File: config.mk
export PLATFORM = sky130hd
export DESIGN_NAME = rgb_raster_gen
export DESIGN_NICKNAME = d
export VERILOG_FILES = /design/src/rtl/rgb_raster_gen.sv
export SDC_FILE = /design/constraint.sdc
export NUM_CORES = 1
export LEC_CHECK = 0
export BUFFER_PORTS_ARGS = -buffer_cell sky130_fd_sc_hd__clkbuf_2
export CORE_ASPECT_RATIO = 1.2
export CORE_UTILIZATION = 51
export CTS_CLUSTER_SIZE = 28
export DETAILED_ROUTE_END_ITERATION = 10
export PLACE_DENSITY_LB_ADDON = 0.25
export SLEW_MARGIN = 20
export SYNTH_ARGS = -nofsm -noshare
export SYNTH_HDL_FRONTEND = slang
export SYNTH_SLANG_ARGS = --single-unit
export TNS_END_PERCENT = 10
File: constraint.sdc
create_clock -name clk -period 2.7 [get_ports clk]
set_clock_uncertainty 0.15 [all_clocks]
set_input_delay 0.135 -clock clk [delete_from_list [all_inputs] [get_ports clk]]
set_output_delay 0.135 -clock clk [all_outputs]
set_load 0.01 [all_outputs]
File: src/rtl/rgb_raster_gen.sv
`timescale 1ns/1ps
module rgb_raster_gen #(
  parameter int H_ACT  = 480,
  parameter int H_FP   = 24,
  parameter int H_SYNC = 8,
  parameter int H_BP   = 8,
  parameter int V_ACT  = 640,
  parameter int V_FP   = 4,
  parameter int V_SYNC = 2,
  parameter int V_BP   = 2,
  parameter int PIX_W  = 24,
  localparam int H_TOT = H_ACT + H_FP + H_SYNC + H_BP,
  localparam int V_TOT = V_ACT + V_FP + V_SYNC + V_BP,
  localparam int HW    = $clog2(H_TOT),
  localparam int VW    = $clog2(V_TOT)
) (
  input  logic             clk,
  input  logic             rst_n,
  input  logic             pix_ce,
  input  logic             run,
  input  logic [PIX_W-1:0] pix_in,
  output logic             hsync_n,
  output logic             vsync_n,
  output logic             de,
  output logic [PIX_W-1:0] pix_out,
  output logic [HW-1:0]    col,
  output logic [VW-1:0]    row,
  output logic             sof
);

  logic [HW-1:0]    h_cnt;
  logic [VW-1:0]    v_cnt;
  logic             de_pre;
  logic [PIX_W-1:0] pix_r;

  wire h_last = h_cnt == HW'(H_TOT - 1);
  wire v_last = v_cnt == VW'(V_TOT - 1);
  wire h_vis  = h_cnt < HW'(H_ACT);
  wire v_vis  = v_cnt < VW'(V_ACT);
  wire h_pul  = (h_cnt >= HW'(H_ACT + H_FP)) && (h_cnt < HW'(H_ACT + H_FP + H_SYNC));
  wire v_pul  = (v_cnt >= VW'(V_ACT + V_FP)) && (v_cnt < VW'(V_ACT + V_FP + V_SYNC));
  wire vis    = h_vis && v_vis;

  always_ff @(posedge clk or negedge rst_n) begin
    if (!rst_n) begin
      h_cnt   <= '0;
      v_cnt   <= '0;
      hsync_n <= 1'b1;
      vsync_n <= 1'b1;
      de_pre  <= 1'b0;
      pix_r   <= '0;
      sof     <= 1'b0;
    end else if (!run) begin
      h_cnt   <= '0;
      v_cnt   <= '0;
      hsync_n <= 1'b1;
      vsync_n <= 1'b1;
      de_pre  <= 1'b0;
      pix_r   <= '0;
      sof     <= 1'b0;
    end else if (pix_ce) begin
      h_cnt   <= h_last ? '0 : h_cnt + 1'b1;
      if (h_last)
        v_cnt <= v_last ? '0 : v_cnt + 1'b1;
      hsync_n <= !h_pul;
      vsync_n <= !v_pul;
      de_pre  <= vis;
      pix_r   <= vis ? pix_in : '0;
      sof     <= (h_cnt == '0) && (v_cnt == '0);
    end else begin
      sof     <= 1'b0;
    end
  end

  always_ff @(negedge clk or negedge rst_n) begin
    if (!rst_n) begin
      de      <= 1'b0;
      pix_out <= '0;
    end else begin
      de      <= de_pre;
      pix_out <= pix_r;
    end
  end

  assign col = h_cnt;
  assign row = v_cnt;


  idle_hold_chk: assert property (@(posedge clk) disable iff (!rst_n)
    !run |=> hsync_n && vsync_n && !sof && col == '0 && row == '0);


  ce_hold_chk: assert property (@(posedge clk) disable iff (!rst_n)
    (!pix_ce && run) |=> $stable(hsync_n) && $stable(vsync_n) && $stable(col) && $stable(row));


  de_sync_excl_chk: assert property (@(posedge clk) disable iff (!rst_n)
    de_pre |-> hsync_n && vsync_n);


  hsync_edge_chk: assert property (@(posedge clk) disable iff (!rst_n)
    (!$stable(hsync_n) && $past(run)) |->
      (col == HW'(H_ACT + H_FP + 1) || col == HW'((H_ACT + H_FP + H_SYNC + 1) % H_TOT)));


  vsync_edge_chk: assert property (@(posedge clk) disable iff (!rst_n)
    (!$stable(vsync_n) && $past(run)) |-> col == HW'(1));


  sof_pulse_chk: assert property (@(posedge clk) disable iff (!rst_n)
    sof |=> !sof);


  sof_de_chk: assert property (@(posedge clk) disable iff (!rst_n)
    sof |-> de_pre && row == '0);

endmodule

# Word-level counts from Yosys, hierarchy flattened
# Cells that the tools add are included.
# word_totals
inputBits	28
elab_cells	48
register_bits	73
out_inout_bits	48
# op_classes
eq_ne	4
muxes	18
reduce_logical	9
magnitude_cmp	6
n_addsub	2
# op_table
op	count
$mux 24	3
$mux 10	7
$lt 10x10->1 const B	3
$add 10x1->10 const B	2
$eq 10x10->1 const B	2
$logic_not 10->1	2
$ge 10x10->1 const B	1
$ge 10x9->1 const B	1
$lt 10x9->1 const B	1
$mux 1	8
$logic_and 1x1->1	4
$logic_not 1->1	2
$ne 2x1->1 const B	1
$ne 2x2->1 const B	1
$reduce_and 2->1	1

# Longest topological paths before layout
# logic_depth
depth_word	5
mapped_depth	6
mapped_depth_nobuf	5

==> flow_metrics.env <==
export IMPL_tns_ns=0
export IMPL_initial_core_util_pct=53.00
export IMPL_ys_flop_type="dfrtp_1"
export IMPL_area_delta_synth_final_pct=33.47
export IMPL_worstPathCellList="clkbuf_2"
export IMPL_die_h_um=83.28
export IMPL_drtIter0Drc=122
export IMPL_dp_worst_setup_slack_ns=0.4298
export IMPL_grt_antenna_before_repair=0
export IMPL_drtPass1Iterations=4
export IMPL_synth_edf_count=0
export IMPL_final_nets=368
export IMPL_p_leak_nw=1.856
export IMPL_synth_seq_cells=73
export IMPL_cts_num_sinks=73
export IMPL_totalPowerFinal_mw=2.243
export IMPL_htree_levels=3
export IMPL_die_w_um=69.73
export IMPL_grt_overflow=0
export IMPL_cts_made_buffers=9
export IMPL_yosysWarnings=0
export IMPL_ys_types=42
export IMPL_placement_io_buffers=75
export IMPL_final_antenna_net_count=0
export IMPL_crit_path_max_fanout=1
export IMPL_synth_avg_cell_area_um2=12.37
export IMPL_peakVddDrop_v=0.0003541
export IMPL_worst_path_buf_inv=1
export IMPL_max_slew_margin_rel_pct=66.78
export IMPL_clkTransAtPathRegs_ns=0.08
export IMPL_insertion_delay_ns=0.34
export IMPL_grt_max_degree=31
export IMPL_setup_ws_ns=0.1931
export IMPL_wl_per_cell_um=16.30
export IMPL_end_kind="output port"
export IMPL_viasPerCell=5.692
export IMPL_critical_path_slowest_cell="dfrtn_1"
export IMPL_antenna_cells=0
export IMPL_ctsResizeCount=0
export IMPL_track_usage_pct=23.96
export IMPL_drt_total_wl_mm=6.551
export IMPL_crit_required_ns=2.41
export IMPL_worstSetupPathType="reg -> out"
export IMPL_max_cap_viol_count=0
export IMPL_crit_arrival_ns=2.22
export IMPL_cts_setup_buffers=0
export IMPL_cts_hold_fix_buffers=25
export IMPL_power_density_mw_per_mm2=598.5
export IMPL_synth_area_mm2=0.002808
export IMPL_outcome="finished clean"
export IMPL_hold_violations=0
export IMPL_core_area_mm2=0.005298
export IMPL_ioPinCount=76
export IMPL_synth_cells=227
export IMPL_dieArea_mm2=0.005807
export IMPL_hpwl_mm=4.311
export IMPL_grt_pass1_wl_mm=10.78
export IMPL_setup_viol=0
export IMPL_clockBufferDepth=2
export IMPL_seq_area_mm2=0.001829
export IMPL_async_flop_share_pct=100.0
export IMPL_drc=0
export IMPL_place_congestion=0.8514
export IMPL_rows=29
export IMPL_critPathMaxStageDelay_ns=0.41
export IMPL_cts_root_buffer="clkbuf_8"
export IMPL_multi_input_area_um2=912.1
export IMPL_path_delay_family="flip-flops"
export IMPL_grt_pass1_vias=2207
export IMPL_yosysSeqAreaShare_pct=65.15
export IMPL_worstMarginPinSlew_ns=0.4961
export IMPL_rsz0062_at_grt="false"
export IMPL_drv_slew=0
export IMPL_synth_nets=259
export IMPL_cts_tree="done"
export IMPL_startpoint_type="register"
export IMPL_via_count=2288
export IMPL_fillers=381
export IMPL_final_layout_size_suffix_gt1_share_pct=30.29
export IMPL_holdCritPathClass="in -> reg"
==> layout make-up <==
class                   instances  area share (%)
well taps                      62           2.070
repair buffers                107           18.43
multi-input cells             136           24.34
clock inverters                 4           1.369
flip-flops and latches         73           48.81
clock buffers                  11           4.073
inverters                       9          0.9015
==> state kept, by name, summed over array words and instances (netlist names), 10 cells and up <==
name / count
pix_r: 24
pix_out: 24
col: 10
row: 10
==> synthesized netlist by cell type, types with 5 or more instances <==
library cell	instances	area share, %
inv_1	9	1.2
a22o_1	25	7.8
o21ai_0	7	1.2
nor2_1	8	1.1
nand2_1	15	2.0
nand3_1	10	1.8
nand4_1	9	2.0
nor4_1	5	1.1
clkbuf_1	8	1.1
nor3_1	9	1.6
dfrtp_1	46	41
dfrtn_1	25	22
==> report_power, final <==
part	leakage [nW]	total [mW]	switching [mW]	internal, mW
Combinational	0.775	0.199	0.106	0.0933
Sequential	0.980	1.18	0.0284	1.15
Clock	0.101	0.861	0.384	0.478
Total	1.86	2.24	0.518	1.73
==> cell families (layout without fill, tap and decap cells) <==
logic type	Yosys count	in the layout	synth area share (%)
flops	73	73	65.15
simple gates	73	73	13.99
compound gates	54	54	15.06
buf+inv	18	131	2.451
xor+xnor	5	5	1.560
fa+ha+maj	4	4	1.783
==> per-layer routing <==
layer / part of all wire (%) / wire (um) / up-vias / global-route usage (%)
met4: 1.4 / 93 / 0 / 10.73
met3: 6.3 / 412 / 8 / 6.068
met1: 43 / 2800 / 1116 / 30.79
met5: 0 / 0 / - / 0
met2: 50 / 3243 / 104 / 38.39
li1: - / - / 1060 / -
==> per-stage QoR <==
stage / hold WS [ns] / cell area, um2 / std cells / utilization [%]
final: 0.05993 / 3747 / 402 / 70.74
after global routing: 0.07679 / 3747 / 402 / 70.74
after global placement: -0.09583 / 3293 / 362 / 62.16
after detailed placement: -0.07786 / 3293 / 362 / 62.16
after floorplan: -0.3106 / 2808 / 227 / -
after CTS: 0.05295 / 3747 / 402 / 70.74
==> cell usage in the layout, fill, tap and decap left out, drive strengths merged, types with 2 or more instances in the layout <==
master / instances
clkinv: 2
dlygate4sd3: 25
o2111ai: 2
nand4: 9
or3: 4
or2: 2
inv: 9
a32oi: 2
clkbuf: 85
o21ai: 8
dfstp: 2
ha: 4
nor3: 9
a22o: 25
and2: 3
nand2: 15
xor2: 2
dfrtp: 46
o31ai: 4
nand3: 10
dfrtn: 25
xnor2: 3
nor4: 5
nor2: 8
buf: 8
a21oi: 4
==> path summary, 6_finish.rpt <==
path / startpoint / slack [ns] / cells past startpoint / endpoint
min in group asynchronous: rst_n / 0.08 / 2 / pix_r[5]
hold reg to reg: de_pre / 0.33 / 1 / de_pre
max in group asynchronous: rst_n / 0.56 / 3 / pix_out[20]
hold / removal: run / 0.06 / 2 / hsync_n
setup / recovery: pix_out[3] / 0.19 / 1 / pix_out[3]
setup reg to reg: col[5] / 0.37 / 4 / row[8]
(Power assumes the default switching activity.)
